### src/rtl/lbs_pkg.sv
package lbs_pkg;

  typedef enum logic [2:0] {
    ST_BOOT,
    ST_ID_HI,
    ST_ID_LO,
    ST_POLL,
    ST_GAP,
    ST_LED,
    ST_DONE
  } lbs_state_e;

  localparam int          ADDR_W        = 5;
  localparam int          DATA_W        = 16;

  localparam logic [4:0]  REG_STATUS    = 5'd1;
  localparam logic [4:0]  REG_ID_HI     = 5'd2;
  localparam logic [4:0]  REG_ID_LO     = 5'd3;
  localparam logic [4:0]  REG_LED_CTRL  = 5'h1B;

  localparam logic [15:0] LED_TRAFFIC   = 16'h0040;
  localparam logic [15:0] STAT_FALLBACK = 16'h0800;

  localparam int BIT_CAN_NEG  = 3;
  localparam int BIT_NEG_DONE = 5;
  localparam int BIT_10_FD    = 12;
  localparam int BIT_100_HD   = 13;
  localparam int BIT_100_FD   = 14;

endpackage

### src/rtl/lbs_rst_sync.sv
module lbs_rst_sync #(
  parameter int STAGES = 2
) (
  input  logic clk,
  input  logic rst_n,
  output logic rst_n_sync
);

  logic [STAGES-1:0] chain_q;
  logic [STAGES-1:0] chain_d;

  always_comb begin
    chain_d = {chain_q[STAGES-2:0], 1'b1};
  end

  always_ff @(posedge clk or negedge rst_n) begin
    if (!rst_n) chain_q <= '0;
    else        chain_q <= chain_d;
  end

  assign rst_n_sync = chain_q[STAGES-1];

endmodule

### src/rtl/lbs_poll_budget.sv
module lbs_poll_budget #(
  parameter int MAX_POLLS = 10000
) (
  input  logic clk,
  input  logic rst_n,
  input  logic clr,
  input  logic inc,
  output logic last
);

  localparam int CW = $clog2(MAX_POLLS + 1);
  localparam logic [CW-1:0] LAST_IDX = CW'(MAX_POLLS - 1);

  logic [CW-1:0] cnt_q;
  logic [CW-1:0] cnt_d;
  logic          cnt_en;

  always_comb begin
    cnt_en = clr | inc;
    cnt_d  = clr ? '0 : cnt_q + 1'b1;
  end

  always_ff @(posedge clk or negedge rst_n) begin
    if (!rst_n)      cnt_q <= '0;
    else if (cnt_en) cnt_q <= cnt_d;
  end

  assign last = (cnt_q == LAST_IDX);

endmodule

### src/rtl/lbs_gap_timer.sv
module lbs_gap_timer #(
  parameter int GAP_W = 8
) (
  input  logic             clk,
  input  logic             rst_n,
  input  logic             load,
  input  logic             run,
  input  logic [GAP_W-1:0] gap,
  output logic             expire
);

  logic [GAP_W-1:0] cnt_q;
  logic [GAP_W-1:0] cnt_d;
  logic             cnt_en;

  always_comb begin
    cnt_en = load | (run & (cnt_q != '0));
    cnt_d  = load ? gap : cnt_q - 1'b1;
  end

  always_ff @(posedge clk or negedge rst_n) begin
    if (!rst_n)      cnt_q <= '0;
    else if (cnt_en) cnt_q <= cnt_d;
  end

  assign expire = run & (cnt_q == GAP_W'(1));

endmodule

### src/rtl/lbs_link_decode.sv
module lbs_link_decode
  import lbs_pkg::*;
(
  input  logic [DATA_W-1:0] word,
  output logic              speed_100,
  output logic              full_duplex
);

  always_comb begin
    speed_100   = word[BIT_100_FD] | word[BIT_100_HD];
    full_duplex = word[BIT_100_FD] | word[BIT_10_FD];
  end

endmodule

### src/rtl/link_bringup_seq.sv
module link_bringup_seq
  import lbs_pkg::*;
#(
  parameter int MAX_POLLS = 10000,
  parameter int GAP_W     = 8
) (
  input  logic             clk,
  input  logic             rst_n,
  input  logic             start,
  input  logic [GAP_W-1:0] poll_gap,
  output logic             mreq_valid,
  output logic             mreq_write,
  output logic [4:0]       mreq_addr,
  output logic [15:0]      mreq_wdata,
  input  logic             mreq_ack,
  input  logic [15:0]      mreq_rdata,
  output logic             link_100m,
  output logic             link_full_duplex,
  output logic             done,
  output logic             timed_out
);

  logic rst_ni;

  lbs_rst_sync #(.STAGES(2)) u_rst (
    .clk        (clk),
    .rst_n      (rst_n),
    .rst_n_sync (rst_ni)
  );

  lbs_state_e state_q, state_d;

  logic ack_ok;
  logic finish;
  logic fb_hit;
  logic budget_clr, budget_inc, budget_last;
  logic gap_load, gap_run, gap_expire;

  logic [DATA_W-1:0] final_word;
  logic              dec_100, dec_fd;

  logic spd_q, fd_q, done_q, to_q, fb_q;
  logic spd_d, fd_d, done_d, to_d, fb_d;
  logic cfg_en, flag_en;

  lbs_poll_budget #(.MAX_POLLS(MAX_POLLS)) u_budget (
    .clk   (clk),
    .rst_n (rst_ni),
    .clr   (budget_clr),
    .inc   (budget_inc),
    .last  (budget_last)
  );

  lbs_gap_timer #(.GAP_W(GAP_W)) u_gap (
    .clk    (clk),
    .rst_n  (rst_ni),
    .load   (gap_load),
    .run    (gap_run),
    .gap    (poll_gap),
    .expire (gap_expire)
  );

  lbs_link_decode u_dec (
    .word        (final_word),
    .speed_100   (dec_100),
    .full_duplex (dec_fd)
  );

  // Request port driven from the state register
  always_comb begin
    mreq_valid = 1'b0;
    mreq_write = 1'b0;
    mreq_addr  = '0;
    mreq_wdata = '0;
    unique case (state_q)
      ST_ID_HI: begin mreq_valid = 1'b1; mreq_addr = REG_ID_HI; end
      ST_ID_LO: begin mreq_valid = 1'b1; mreq_addr = REG_ID_LO; end
      ST_POLL:  begin mreq_valid = 1'b1; mreq_addr = REG_STATUS; end
      ST_LED: begin
        mreq_valid = 1'b1;
        mreq_write = 1'b1;
        mreq_addr  = REG_LED_CTRL;
        mreq_wdata = LED_TRAFFIC;
      end
      default: ;
    endcase
  end

  assign ack_ok  = mreq_valid & mreq_ack;
  assign gap_run = (state_q == ST_GAP);

  // Next-state logic
  always_comb begin
    state_d    = state_q;
    finish     = 1'b0;
    fb_hit     = 1'b0;
    budget_clr = 1'b0;
    budget_inc = 1'b0;
    gap_load   = 1'b0;
    unique case (state_q)
      ST_BOOT: begin
        state_d    = ST_ID_HI;
        budget_clr = 1'b1;
      end
      ST_ID_HI: if (ack_ok) state_d = ST_ID_LO;
      ST_ID_LO: if (ack_ok) state_d = ST_POLL;
      ST_POLL: begin
        if (ack_ok) begin
          if (!mreq_rdata[BIT_CAN_NEG]) begin
            finish = 1'b1;
            fb_hit = 1'b1;
          end else if (mreq_rdata[BIT_NEG_DONE]) begin
            finish = 1'b1;
          end else if (budget_last) begin
            finish = 1'b1;
            fb_hit = 1'b1;
          end else begin
            budget_inc = 1'b1;
            if (poll_gap != '0) begin
              gap_load = 1'b1;
              state_d  = ST_GAP;
            end
          end
          if (finish) state_d = ST_LED;
        end
      end
      ST_GAP:  if (gap_expire) state_d = ST_POLL;
      ST_LED:  if (ack_ok) state_d = ST_DONE;
      ST_DONE: ;
      default: state_d = ST_BOOT;
    endcase
    if (start) begin
      state_d    = ST_ID_HI;
      budget_clr = 1'b1;
      budget_inc = 1'b0;
      gap_load   = 1'b0;
      finish     = 1'b0;
      fb_hit     = 1'b0;
    end
  end

  assign final_word = fb_hit ? STAT_FALLBACK : mreq_rdata;

  // Configuration and status flag next values
  always_comb begin
    cfg_en  = finish;
    spd_d   = dec_100;
    fd_d    = dec_fd;
    flag_en = start | finish | (state_q == ST_LED && ack_ok);
    fb_d    = fb_q;
    done_d  = done_q;
    to_d    = to_q;
    if (start) begin
      fb_d   = 1'b0;
      done_d = 1'b0;
      to_d   = 1'b0;
    end else if (finish) begin
      fb_d   = fb_hit;
    end else begin
      done_d = 1'b1;
      to_d   = fb_q;
    end
  end

  always_ff @(posedge clk or negedge rst_ni) begin
    if (!rst_ni) state_q <= ST_BOOT;
    else         state_q <= state_d;
  end

  always_ff @(posedge clk or negedge rst_ni) begin
    if (!rst_ni) begin
      spd_q <= 1'b0;
      fd_q  <= 1'b0;
    end else if (cfg_en) begin
      spd_q <= spd_d;
      fd_q  <= fd_d;
    end
  end

  always_ff @(posedge clk or negedge rst_ni) begin
    if (!rst_ni) begin
      fb_q   <= 1'b0;
      done_q <= 1'b0;
      to_q   <= 1'b0;
    end else if (flag_en) begin
      fb_q   <= fb_d;
      done_q <= done_d;
      to_q   <= to_d;
    end
  end

  assign link_100m        = spd_q;
  assign link_full_duplex = fd_q;
  assign done             = done_q;
  assign timed_out        = to_q;

endmodule

### config.mk
export PLATFORM = sky130hd
export DESIGN_NAME = link_bringup_seq
export DESIGN_NICKNAME = d
export VERILOG_FILES = /design/src/rtl/lbs_pkg.sv /design/src/rtl/lbs_rst_sync.sv /design/src/rtl/lbs_poll_budget.sv /design/src/rtl/lbs_gap_timer.sv /design/src/rtl/lbs_link_decode.sv /design/src/rtl/link_bringup_seq.sv
export SDC_FILE = /design/constraint.sdc
export NUM_CORES = 1
export LEC_CHECK = 0
export BUFFER_PORTS_ARGS = -buffer_cell sky130_fd_sc_hd__buf_2
export CELL_PAD_IN_SITES_DETAIL_PLACEMENT = 0
export CELL_PAD_IN_SITES_GLOBAL_PLACEMENT = 1
export CORE_UTILIZATION = 39
export DETAILED_ROUTE_END_ITERATION = 8
export PLACE_DENSITY = 0.89
export SLEW_MARGIN = 5
export SYNTH_ARGS = -nofsm -noshare
export SYNTH_HDL_FRONTEND = slang
export SYNTH_SLANG_ARGS = --single-unit
### constraint.sdc
create_clock -name clk -period 1.5 [get_ports clk]
set_input_delay 0.15 -clock clk [delete_from_list [all_inputs] [get_ports clk]]
set_output_delay 0.15 -clock clk [all_outputs]
set_load 0.01 [all_outputs]
==> flow_metrics.env, run 1 <==
export IMPL_post_synth_instance_area_um2=2068
export IMPL_synth_distinct_cells=56
export IMPL_fmaxAchievable_mhz=523.1
export IMPL_criticalPathCategory="reg2reg"
export IMPL_combinational_power_share=0.403
export IMPL_rsz0062_at_grt="true"
export IMPL_routed_via_count=2030
export IMPL_cellPowerDensity_nw_per_um2=978.5
export IMPL_area_growth_syn_to_layout_pct=51.30
export IMPL_postSynthCellCount=226
export IMPL_maximum_resistive_drop_on_vdd_mv=0.5106
export IMPL_setup_tns_final_ps=-8563
export IMPL_fin_worst_skew_ps=10.94
export IMPL_syn_area_per_cell_um2=9.151
export IMPL_least_margin_pin_slew_ps=551.2
export IMPL_antenna_diode_count=0
export IMPL_place_gp_congestion=0.8696
export IMPL_slew_viol_final=0
export IMPL_worst_setup_hold_path_clk_slew_ps=70
export IMPL_yosysTopAreaCell="sky130_fd_sc_hd__dfrtp_1"
export IMPL_total_leakage_power_nw=1.397
export IMPL_p_sw_frac=0.3451
export IMPL_slew_headroom=0.6292
export IMPL_buffer_ports_inserted=27
export IMPL_grt_first_pass_wirelength_um=8556
export IMPL_total_power_mw=3.062
export IMPL_worst_ep_required_time_ps=1720
export IMPL_run_status="complete, but fails checks"
export IMPL_synth_top_area_share=0.3872
export IMPL_failing_checks="DRC, setup timing"
export IMPL_grt_max_degree=31
export IMPL_design_die_area_um2=5598
export IMPL_antenna_left=0
export IMPL_cts_sinks=32
export IMPL_route_detailed_vias_per_inst=5.037
export IMPL_cts_made_buffers=5
export IMPL_netlist_top_cells_area="sky130_fd_sc_hd__dfrtp_1 39%, sky130_fd_sc_hd__buf_4 6.9%, sky130_fd_sc_hd__nor2_1 4.5%"
export IMPL_synth_top_cells_by_count="32 x sky130_fd_sc_hd__dfrtp_1, 25 x sky130_fd_sc_hd__nor2_1, 19 x sky130_fd_sc_hd__buf_4"
export IMPL_hold_depth=3
export IMPL_cts_htree_levels=2
export IMPL_detailedPlacementHpwl_um=3810
export IMPL_synth_edff_count=0
export IMPL_drcViolationCount=1
export IMPL_design_portCount=55
export IMPL_startpoint_class="flop"
export IMPL_synth_seq_cells=32
export IMPL_grt_pass1_vias=1951
export IMPL_design_area_um2=3129
export IMPL_final_cell_count_no_fill=403
export IMPL_final_setup_viol_count=32
export IMPL_ys_async_sr_fraction=1.000
export IMPL_placed_cells_incl_taps=381
export IMPL_hold_path_class="in2reg"
export IMPL_coreArea_um2=5107
export IMPL_timing_critical_path_arrival_ps=2130
export IMPL_synth_yosys_seq_area_share=0.3872
export IMPL_die_x_um=74.82
export IMPL_clock_latency_ps=290
export IMPL_drt_pass1_iterations=9
export IMPL_clock_power_share=0.228
export IMPL_finalNetCount=364
export IMPL_clk_path_buf_depth=2
export IMPL_detailed_place_area_um2=2726
export IMPL_total_switching_power_mw=1.057
export IMPL_global_route_congestion_overflow_total=0
export IMPL_sequentialPowerShare=0.369
export IMPL_synthMostInstantiatedCell="sky130_fd_sc_hd__dfrtp_1"
export IMPL_fin_worst_hold_slack_ps=103.2
export IMPL_cellInternalPower_mw=2.005
export IMPL_initial_core_util=0.4049
export IMPL_grt_usage=0.2054
export IMPL_postLayoutCoreUtil=0.6127
export IMPL_ys_dominant_reg_cell="sky130_fd_sc_hd__dfrtp_1"
export IMPL_chipHeight_um=74.82
export IMPL_tritoncts="done"
export IMPL_drv_max_cap_violation_count=0
export IMPL_path_max_fanout=4
export IMPL_final_critical_path_setup_slack_ps=-411.6
export IMPL_ys_warnings_count=0
export IMPL_layout_drive_gt1_share=0.4895
export IMPL_reg2reg_depth=8
export IMPL_rows=26
export IMPL_min_period_over_period=1.274
export IMPL_wl_per_cell_um=13.91
export IMPL_dpl_worst_slack_ps=-447.6
export IMPL_critPathCaptureType="flop"
export IMPL_detail_route_wirelength_um=5604
export IMPL_min_period_ps=1912
export IMPL_drt_initial_drc_count=75
export IMPL_finalHoldViolCount=0
export IMPL_initial_antenna_violation_count=0
export IMPL_root_buffer="sky130_fd_sc_hd__clkbuf_8"
## state kept, by name, summed over array words and instances (netlist names)
signal	cells
u_budget.cnt_q	14
done	1
timed_out	1
fb_q	1
link_full_duplex	1
u_gap.cnt_q	8
u_rst.chain_q	2
link_100m	1
state_q	3
## power by group through the flow
stage                     Combinational [mW]  Clock, mW  Sequential [mW]
after floorplan                        0.540          0             1.18
after global placement                 0.999          0             1.14
after detailed placement                1.03          0             1.14
after CTS                               1.15      0.710             1.12
after global routing                    1.35      0.754             1.14
final                                   1.23      0.699             1.13
## final cells by class
type / instances / area [um2]
tap: 70 / 87.58
clock inverter: 2 / 10.01
inverter: 8 / 32.53
timing repair buffer: 109 / 815.8
clock buffer: 6 / 82.58
sequential: 32 / 800.8
fill: 419 / 1978
multi-input combinational: 176 / 1300
## what timing repair did
action | CTS | global route
pin swaps | 9 | 14
buffers inserted | 7 | 5
hold endpoints to repair | 2 | 0
setup endpoints to repair | 35 | 35
gates resized for setup | 25 | 20
cloned | 1 | 0
hold buffers | 1 | 0
## worst paths after layout
kind                                             endpoint                       start  slack [ps]
min reg2reg                u_budget.cnt_q[12]$_DFFE_PN0P_  u_rst.chain_q[1]$_DFF_PN0_         250
max                            u_gap.cnt_q[0]$_DFFE_PN0P_  u_gap.cnt_q[0]$_DFFE_PN0P_        -410
min                                 link_100m$_DFFE_PN0P_              mreq_rdata[13]         100
min in group asynchronous      u_rst.chain_q[0]$_DFF_PN0_                       rst_n         170
max reg2reg                    u_gap.cnt_q[0]$_DFFE_PN0P_  u_gap.cnt_q[0]$_DFFE_PN0P_        -410
max in group asynchronous   u_budget.cnt_q[7]$_DFFE_PN0P_  u_rst.chain_q[1]$_DFF_PN0_         960
## cells by family after synthesis
logic type	after synthesis	share of synthesized area
AND/OR/NAND/NOR	99	0.2728
AO/OA/AOI/OAI	42	0.1476
buffers and inverters	33	0.1028
flip-flops	32	0.3872
XOR/XNOR	12	0.05082
adder cells (fa/ha/maj)	4	0.02420
other	2	0.003631
multiplexers	2	0.01089
## placed cells by master (no fill, tap or decap), types with 4 or more instances in the layout
cell type                   n
sky130_fd_sc_hd__nand2_2    4
sky130_fd_sc_hd__nor2_1    21
sky130_fd_sc_hd__nand2_1   13
sky130_fd_sc_hd__o21ai_1    6
sky130_fd_sc_hd__buf_6     14
sky130_fd_sc_hd__conb_1    17
sky130_fd_sc_hd__xnor2_1    9
sky130_fd_sc_hd__o21ai_0    4
sky130_fd_sc_hd__nor3_1     6
sky130_fd_sc_hd__a21oi_2    4
sky130_fd_sc_hd__nor4_1     6
sky130_fd_sc_hd__clkbuf_8   6
sky130_fd_sc_hd__nand4_1    5
sky130_fd_sc_hd__dfrtp_1   32
sky130_fd_sc_hd__buf_2     23
sky130_fd_sc_hd__nand3_1    9
sky130_fd_sc_hd__a21oi_1    6
sky130_fd_sc_hd__inv_1      5
sky130_fd_sc_hd__buf_4     71
## critical path: stages, from the launching register on
cell	delay (ps)
sky130_fd_sc_hd__dfrtp_1	380
sky130_fd_sc_hd__inv_2	90
sky130_fd_sc_hd__ha_4	130
sky130_fd_sc_hd__or4b_4	470
sky130_fd_sc_hd__o41ai_4	330
sky130_fd_sc_hd__buf_4	210
sky130_fd_sc_hd__xnor2_2	110
sky130_fd_sc_hd__nand2_1	60
sky130_fd_sc_hd__o21ai_1	70
## per-layer routing
| layer | track usage | wire length [um] | up-vias |
|---|---|---|---|
| met1 | 0.2397 | 2426 | 994 |
| met3 | 0.04150 | 129 | 12 |
| met5 | 0 | 0 | - |
| met2 | 0.3594 | 2911 | 34 |
| li1 | - | - | 990 |
| met4 | 0.1006 | 137 | 0 |
No activity file was read; power rests on OpenSTA's default activity.
==> run 2, diff against run 1 <==
--- a/config.mk
+++ b/config.mk
@@ -5,13 +5,16 @@
 export SDC_FILE = /design/constraint.sdc
 export NUM_CORES = 1
 export LEC_CHECK = 0
+export ABC_AREA = 1
 export BUFFER_PORTS_ARGS = -buffer_cell sky130_fd_sc_hd__buf_2
 export CELL_PAD_IN_SITES_DETAIL_PLACEMENT = 0
 export CELL_PAD_IN_SITES_GLOBAL_PLACEMENT = 1
-export CORE_UTILIZATION = 39
+export CORE_UTILIZATION = 38
+export CTS_CLUSTER_DIAMETER = 150
 export DETAILED_ROUTE_END_ITERATION = 8
-export PLACE_DENSITY = 0.89
+export PLACE_DENSITY = 0.9
 export SLEW_MARGIN = 5
 export SYNTH_ARGS = -nofsm -noshare
 export SYNTH_HDL_FRONTEND = slang
+export SYNTH_HIERARCHICAL = 1
 export SYNTH_SLANG_ARGS = --single-unit
==> flow_metrics.env, run 2 <==
export IMPL_run_status="complete, but fails checks"
export IMPL_failing_checks="setup timing"
export IMPL_total_power_mw=3.795
export IMPL_design_die_area_um2=6202
export IMPL_detailedPlacementHpwl_um=3980
export IMPL_slew_viol_final=0
export IMPL_detail_route_wirelength_um=5500
export IMPL_grt_usage=0.1947
export IMPL_area_growth_syn_to_layout_pct=41.92
export IMPL_reg2reg_depth=15
export IMPL_criticalPathCategory="reg2reg"
export IMPL_largest_register_ffs=14
export IMPL_fin_worst_skew_ps=5.854
export IMPL_routed_wl_met3_um=187
export IMPL_design_area_um2=3177
export IMPL_global_route_congestion_overflow_total=0
export IMPL_drt_initial_drc_count=85
export IMPL_registers_top_by_ff_count="u_budget/cnt_q"
export IMPL_syn_area_per_cell_um2=7.039
export IMPL_placed_cells_incl_taps=463
export IMPL_layout_drive_gt1_share=0.3786
export IMPL_coreArea_um2=5608
export IMPL_min_period_over_period=1.459
export IMPL_combinational_power_share=0.507
export IMPL_design_portCount=55
export IMPL_drt_met1_wl_um=2419
export IMPL_mostFrequentLayoutCell="sky130_fd_sc_hd__nand2_1"
export IMPL_layout_common_cells="73 x sky130_fd_sc_hd__nand2_1, 56 x sky130_fd_sc_hd__buf_4, 37 x sky130_fd_sc_hd__inv_1, 34 x sky130_fd_sc_hd__nor2_1, 32 x sky130_fd_sc_hd__dfrtp_1"
export IMPL_rows=27
export IMPL_worst_r2r_startpoint="u_budget/cnt_q[1]$_DFFE_PN0P_"
export IMPL_drt_pass1_iterations=5
export IMPL_post_synth_instance_area_um2=2238
export IMPL_path_max_fanout=6
export IMPL_detailed_place_area_um2=2791
export IMPL_p_sw_frac=0.4109
export IMPL_tritoncts="done"
export IMPL_final_critical_path_setup_slack_ps=-688.5
export IMPL_ys_warnings_count=6
export IMPL_place_gp_congestion=0.8929
export IMPL_grt_first_pass_wirelength_um=9425
export IMPL_r2r_slack_ps=-690
export IMPL_antenna_diode_count=0
export IMPL_wl_per_cell_um=11.36
export IMPL_largestRegisters="u_budget/cnt_q: 14 flops, u_gap/cnt_q: 8 flops, state_q: 3 flops"
export IMPL_cts_htree_levels=2
export IMPL_worst_setup_hold_path_clk_slew_ps=70
export IMPL_route_top_layer_used="met4"
export IMPL_fmaxAchievable_mhz=456.9
export IMPL_drv_max_cap_violation_count=0
export IMPL_clk_path_buf_depth=2
export IMPL_drcViolationCount=0
export IMPL_clock_power_share=0.186
export IMPL_hold_depth=2
export IMPL_crit_reg2reg_capture="u_budget/cnt_q[11]$_DFFE_PN0P_"
export IMPL_rsz0062_at_grt="true"
export IMPL_clock_latency_ps=290
export IMPL_min_delay_start="start"
export IMPL_maximum_resistive_drop_on_vdd_mv=0.9077
export IMPL_cellInternalPower_mw=2.236
export IMPL_initial_antenna_violation_count=0
export IMPL_fin_worst_hold_slack_ps=18.99
export IMPL_total_switching_power_mw=1.559
export IMPL_cts_made_buffers=5
export IMPL_timing_critical_path_arrival_ps=2370
export IMPL_finalHoldViolCount=0
export IMPL_buffer_ports_inserted=27
export IMPL_worst_ep_required_time_ps=1680
export IMPL_dpl_worst_slack_ps=-606.3
export IMPL_initial_core_util=0.3992
export IMPL_routed_via_count=2247
export IMPL_die_x_um=78.75
export IMPL_startpoint_class="flop"
export IMPL_min_period_ps=2188
export IMPL_chipHeight_um=78.75
export IMPL_final_cell_count_no_fill=484
export IMPL_route_detailed_vias_per_inst=4.643
export IMPL_root_buffer="sky130_fd_sc_hd__clkbuf_8"
export IMPL_sequentialPowerShare=0.306
export IMPL_postSynthCellCount=318
export IMPL_hold_path_end="done$_DFFE_PN0P_"
export IMPL_critPathCaptureType="flop"
export IMPL_met2WireLength_um=2761
export IMPL_antenna_left=0
export IMPL_grt_pass1_vias=2160
export IMPL_grt_max_degree=19
export IMPL_hold_path_class="in2reg"
export IMPL_cts_sinks=32
export IMPL_finalNetCount=443
export IMPL_final_setup_viol_count=28
export IMPL_cellPowerDensity_nw_per_um2=1195
export IMPL_total_leakage_power_nw=1.649
run 2: final cells by class:
class / instances / area [um2]
clock buffer: 8 / 90.09
fill: 534 / 2431
inverter: 43 / 163.9
multi-input combinational: 238 / 1388
sequential: 32 / 800.8
tap: 72 / 90.09
timing repair buffer: 91 / 644.4
run 2: worst max-delay path, cell delays in order (launching register included):
cell and delay, ps:
sky130_fd_sc_hd__dfrtp_1 400, sky130_fd_sc_hd__ha_4 170, sky130_fd_sc_hd__nand2_4 60, sky130_fd_sc_hd__nor2_4 120, sky130_fd_sc_hd__nand4_1 120, sky130_fd_sc_hd__nor3_2 230
sky130_fd_sc_hd__nor2_1 60, sky130_fd_sc_hd__nand2_1 100, sky130_fd_sc_hd__nor2_2 60, sky130_fd_sc_hd__inv_2 80, sky130_fd_sc_hd__nor2_4 40, sky130_fd_sc_hd__nor2_4 240
sky130_fd_sc_hd__buf_4 160, sky130_fd_sc_hd__nor3_2 40, sky130_fd_sc_hd__a21oi_1 140, sky130_fd_sc_hd__nor2_1 60
run 2: worst max-delay path by stage:
stage	start	to	slack (ps)
after floorplan	u_budget/cnt_q[0]$_DFFE_PN0P_	u_budget/cnt_q[12]$_DFFE_PN0P_	-460
after global placement	u_budget/cnt_q[0]$_DFFE_PN0P_	u_gap/cnt_q[6]$_DFFE_PN0P_	-530
after detailed placement	u_budget/cnt_q[1]$_DFFE_PN0P_	u_gap/cnt_q[5]$_DFFE_PN0P_	-610
after CTS	u_budget/cnt_q[1]$_DFFE_PN0P_	u_budget/cnt_q[12]$_DFFE_PN0P_	-540
after global routing	u_budget/cnt_q[1]$_DFFE_PN0P_	u_budget/cnt_q[12]$_DFFE_PN0P_	-850
final	u_budget/cnt_q[1]$_DFFE_PN0P_	u_budget/cnt_q[11]$_DFFE_PN0P_	-690
run 2: through the flow:
step	utilization	TNS [ps]
final	0.5665	-15860
after detailed placement	0.4978	-11940
after floorplan	-	-8542
after CTS	0.5498	-11780
after global placement	0.4978	-9498
after global routing	0.5665	-20040
run 2: what timing repair did:
action / in CTS / in global routing
pin swaps: 29 / 32
endpoints found under the hold margin: 2 / 0
setup endpoints to repair: 28 / 32
gates resized for setup: 29 / 28
hold buffers: 1 / 0
setup buffers: 22 / 5
run 2: power groups by stage:
stage               logic [mW]  registers [mW]  clock network, mW
floorplan                 1.14            1.20                  0
global placement          1.70            1.17                  0
detailed placement        1.74            1.17                  0
CTS                       1.84            1.16              0.720
global route              2.18            1.18              0.754
finish                    1.93            1.16              0.707
run 2: per-layer routing:
layer	GRT usage	vias to the layer above
met5	0	-
met4	0.07778	0
met3	0.03448	11
met2	0.3461	49
met1	0.2310	1023
li1	-	1164
==> run 3, diff against run 2 <==
--- a/config.mk
+++ b/config.mk
@@ -12,9 +12,8 @@
 export CORE_UTILIZATION = 38
 export CTS_CLUSTER_DIAMETER = 150
 export DETAILED_ROUTE_END_ITERATION = 8
-export PLACE_DENSITY = 0.9
+export PLACE_DENSITY = 0.91
 export SLEW_MARGIN = 5
 export SYNTH_ARGS = -nofsm -noshare
 export SYNTH_HDL_FRONTEND = slang
-export SYNTH_HIERARCHICAL = 1
 export SYNTH_SLANG_ARGS = --single-unit
==> flow_metrics.env, run 3 <==
export IMPL_run_status="finished clean"
export IMPL_worstPathBufferInverterCount=3
export IMPL_grt_usage=0.1768
export IMPL_cts_sinks=32
export IMPL_critical_path_slowest_cell="sky130_fd_sc_hd__dfrtp_2"
export IMPL_cellPowerDensity_nw_per_um2=1135
export IMPL_finalNetCount=435
export IMPL_ys_dominant_reg_cell="sky130_fd_sc_hd__dfrtp_1"
export IMPL_critPathCaptureType="output pin"
export IMPL_drv_max_cap_violation_count=0
export IMPL_cells_along_the_critical_path="nor2_2 -> inv_1 -> nand2_1 -> buf_4 -> a21oi_1 -> buf_2"
export IMPL_routed_via_count=2280
export IMPL_maximum_resistive_drop_on_vdd_mv=0.5785
export IMPL_fin_worst_skew_ps=10.53
export IMPL_hold_path_class="in2reg"
export IMPL_total_power_mw=3.359
export IMPL_total_leakage_power_nw=1.519
export IMPL_antenna_left=0
export IMPL_antenna_diode_count=0
export IMPL_min_period_ps=1472
export IMPL_slew_viol_final=0
export IMPL_root_buffer="sky130_fd_sc_hd__clkbuf_8"
export IMPL_initial_antenna_violation_count=0
export IMPL_die_x_um=79.41
export IMPL_buffer_ports_inserted=27
export IMPL_cts_htree_levels=2
export IMPL_tritoncts="done"
export IMPL_design_portCount=55
export IMPL_layout_common_cells="87 x sky130_fd_sc_hd__nand2_1, 38 x sky130_fd_sc_hd__inv_1, 38 x sky130_fd_sc_hd__nand3_1, 38 x sky130_fd_sc_hd__buf_4, 32 x sky130_fd_sc_hd__nor2_1"
export IMPL_yosysTopAreaCell="sky130_fd_sc_hd__dfrtp_1"
export IMPL_detail_route_wirelength_um=5323
export IMPL_coreArea_um2=5642
export IMPL_cts_made_buffers=5
export IMPL_area_growth_syn_to_layout_pct=30.00
export IMPL_mostFrequentLayoutCell="sky130_fd_sc_hd__nand2_1"
export IMPL_grt_first_pass_wirelength_um=8631
export IMPL_synth_top_cells_by_count="88 x sky130_fd_sc_hd__nand2_1, 42 x sky130_fd_sc_hd__inv_1, 38 x sky130_fd_sc_hd__nand3_1, 38 x sky130_fd_sc_hd__nor2_1, 32 x sky130_fd_sc_hd__dfrtp_1"
export IMPL_critPathMaxStageDelay_ps=440
export IMPL_design_area_um2=2960
export IMPL_min_period_over_period=0.9810
export IMPL_placed_cells_incl_taps=461
export IMPL_syn_area_per_cell_um2=6.838
export IMPL_ys_async_sr_fraction=1.000
export IMPL_worst_ep_required_time_ps=1350
export IMPL_drcViolationCount=0
export IMPL_detailedPlacementHpwl_um=4022
export IMPL_rsz0062_at_grt="true"
export IMPL_place_gp_congestion=0.8160
export IMPL_multi_input_gate_area_um2=1306
export IMPL_criticalPathCategory="reg2out"
export IMPL_registers_top_by_ff_count="u_budget.cnt_q"
export IMPL_clk_path_buf_depth=2
export IMPL_finalHoldViolCount=0
export IMPL_global_route_congestion_overflow_total=0
export IMPL_fmaxAchievable_mhz=679.6
export IMPL_synth_yosys_seq_area_share=0.3516
export IMPL_drt_pass1_iterations=4
export IMPL_area_occupied_by_registers_um2=804.5
export IMPL_initial_core_util=0.4036
export IMPL_synth_distinct_cells=32
export IMPL_largestRegisters="u_budget.cnt_q: 14 flops, u_gap.cnt_q: 8 flops, state_q: 3 flops"
export IMPL_final_setup_viol_count=0
export IMPL_synth_edff_count=0
export IMPL_grt_max_degree=31
export IMPL_clock_latency_ps=290
export IMPL_startpoint_class="flop"
export IMPL_synthMostInstantiatedCell="sky130_fd_sc_hd__nand2_1"
export IMPL_synth_top_area_share=0.3516
export IMPL_fill_cells=553
export IMPL_detailed_place_area_um2=2679
export IMPL_final_cell_count_no_fill=476
export IMPL_rows=27
export IMPL_drt_initial_drc_count=95
export IMPL_chipHeight_um=79.41
export IMPL_route_detailed_vias_per_inst=4.790
export IMPL_wl_per_cell_um=11.18
export IMPL_largest_register_ffs=14
export IMPL_post_synth_instance_area_um2=2277
export IMPL_setup_tns_final_ps=0
export IMPL_grt_pass1_vias=2029
export IMPL_ys_warnings_count=0
export IMPL_path_max_fanout=5
export IMPL_postSynthCellCount=333
export IMPL_timing_critical_path_arrival_ps=1320
export IMPL_layout_drive_gt1_share=0.2871
export IMPL_netlist_top_cells_area="sky130_fd_sc_hd__dfrtp_1 35%, sky130_fd_sc_hd__nand2_1 15%, sky130_fd_sc_hd__nand3_1 8.4%"
export IMPL_worst_setup_hold_path_clk_slew_ps=60
export IMPL_design_die_area_um2=6306
export IMPL_gate_family_responsible_for_the_most_delay_along_the_worst_path="flip-flops"
export IMPL_synth_seq_cells=32
-- run 3: cell types whose count changed in the layout (fill, tap and decap cells not counted), moves of 3 or more --
cell                      before  now
sky130_fd_sc_hd__buf_4        56   38
sky130_fd_sc_hd__nand2_1      73   87
sky130_fd_sc_hd__nand3_2       5    0
sky130_fd_sc_hd__o21ai_2       6    3
sky130_fd_sc_hd__nand4_1       7   14
sky130_fd_sc_hd__nand3_1      24   38
sky130_fd_sc_hd__or2_2         0    3
sky130_fd_sc_hd__dfrtp_1      32   29
sky130_fd_sc_hd__dfrtp_2       0    3
sky130_fd_sc_hd__nand2_4       8    3
sky130_fd_sc_hd__buf_2        27   24
-- run 3: final cells by class --
cell class | instances | area share
timing repair buffer | 71 | 0.1708
tap | 72 | 0.03043
multi-input combinational | 250 | 0.4412
inverter | 43 | 0.05537
clock buffer | 8 | 0.03043
sequential | 32 | 0.2718
-- run 3: worst paths after layout --
path | start | endpoint | slack (ps) | cells after the start
max in group asynchronous | u_rst.chain_q[1]$_DFF_PN0_ | state_q[1]$_DFFE_PN0P_ | 930 | 1
min in group asynchronous | rst_n | u_rst.chain_q[1]$_DFF_PN0_ | 180 | 2
hold / removal | poll_gap[7] | u_gap.cnt_q[7]$_DFFE_PN0P_ | 120 | 3
setup / recovery | state_q[0]$_DFFE_PN0P_ | mreq_addr[1] | 30 | 6
setup reg to reg | u_budget.cnt_q[1]$_DFFE_PN0P_ | u_gap.cnt_q[2]$_DFFE_PN0P_ | 30 | 9
hold reg to reg | u_rst.chain_q[1]$_DFF_PN0_ | u_budget.cnt_q[9]$_DFFE_PN0P_ | 250 | 1
-- run 3: cell families after synthesis --
| family | share of synthesized area |
|---|---|
| AO/OA/AOI/OAI | 0.05440 |
| flip-flops | 0.3516 |
| AND/OR/NAND/NOR | 0.4115 |
| buffers and inverters | 0.1456 |
| XOR/XNOR | 0.01154 |
| other | 0.003298 |
| adder cells (fa/ha/maj) | 0.02198 |
-- run 3: layer usage --
metal / wire length [um] / share of wire / up-vias / global-route usage
li1: - / - / 1164 / -
met1: 2369 / 0.45 / 1065 / 0.2109
met2: 2703 / 0.51 / 46 / 0.3121
met3: 177 / 0.033 / 5 / 0.03429
met4: 72 / 0.014 / 0 / 0.06727
met5: 0 / 0 / - / 0
-- run 3: report_power, final --
part / switching, mW / internal, mW
clock: 0.310 / 0.374
sequential: 0.192 / 1.05
combinational: 0.773 / 0.656
-- run 3: stage by stage --
step	hold slack [ps]	setup slack (ps)	util
floorplan	-145.6	11.00	-
global placement	-64.84	15.62	0.4748
detailed placement	-61.35	-17.81	0.4748
CTS	119.1	-2.903	0.4970
global route	121.0	-48.30	0.5247
finish	117.6	28.49	0.5247
-- run 3: repair_timing --
item                                    in CTS  in global routing
pin swaps                                    1                  7
resized for setup                            5                 33
hold endpoints to repair                     2                  0
cloned                                       0                  1
endpoints found under the setup margin      13                 31
hold buffers                                 1                  0
setup buffers                                1                  4
-- run 3: worst register-to-register path, delay by kind of cell (launching register included) --
family                   cells  cell delay (ps)
AND/OR/NAND/NOR              7              710
buffers and inverters        1               40
flip-flops                   1              410
adder cells (fa/ha/maj)      1              200
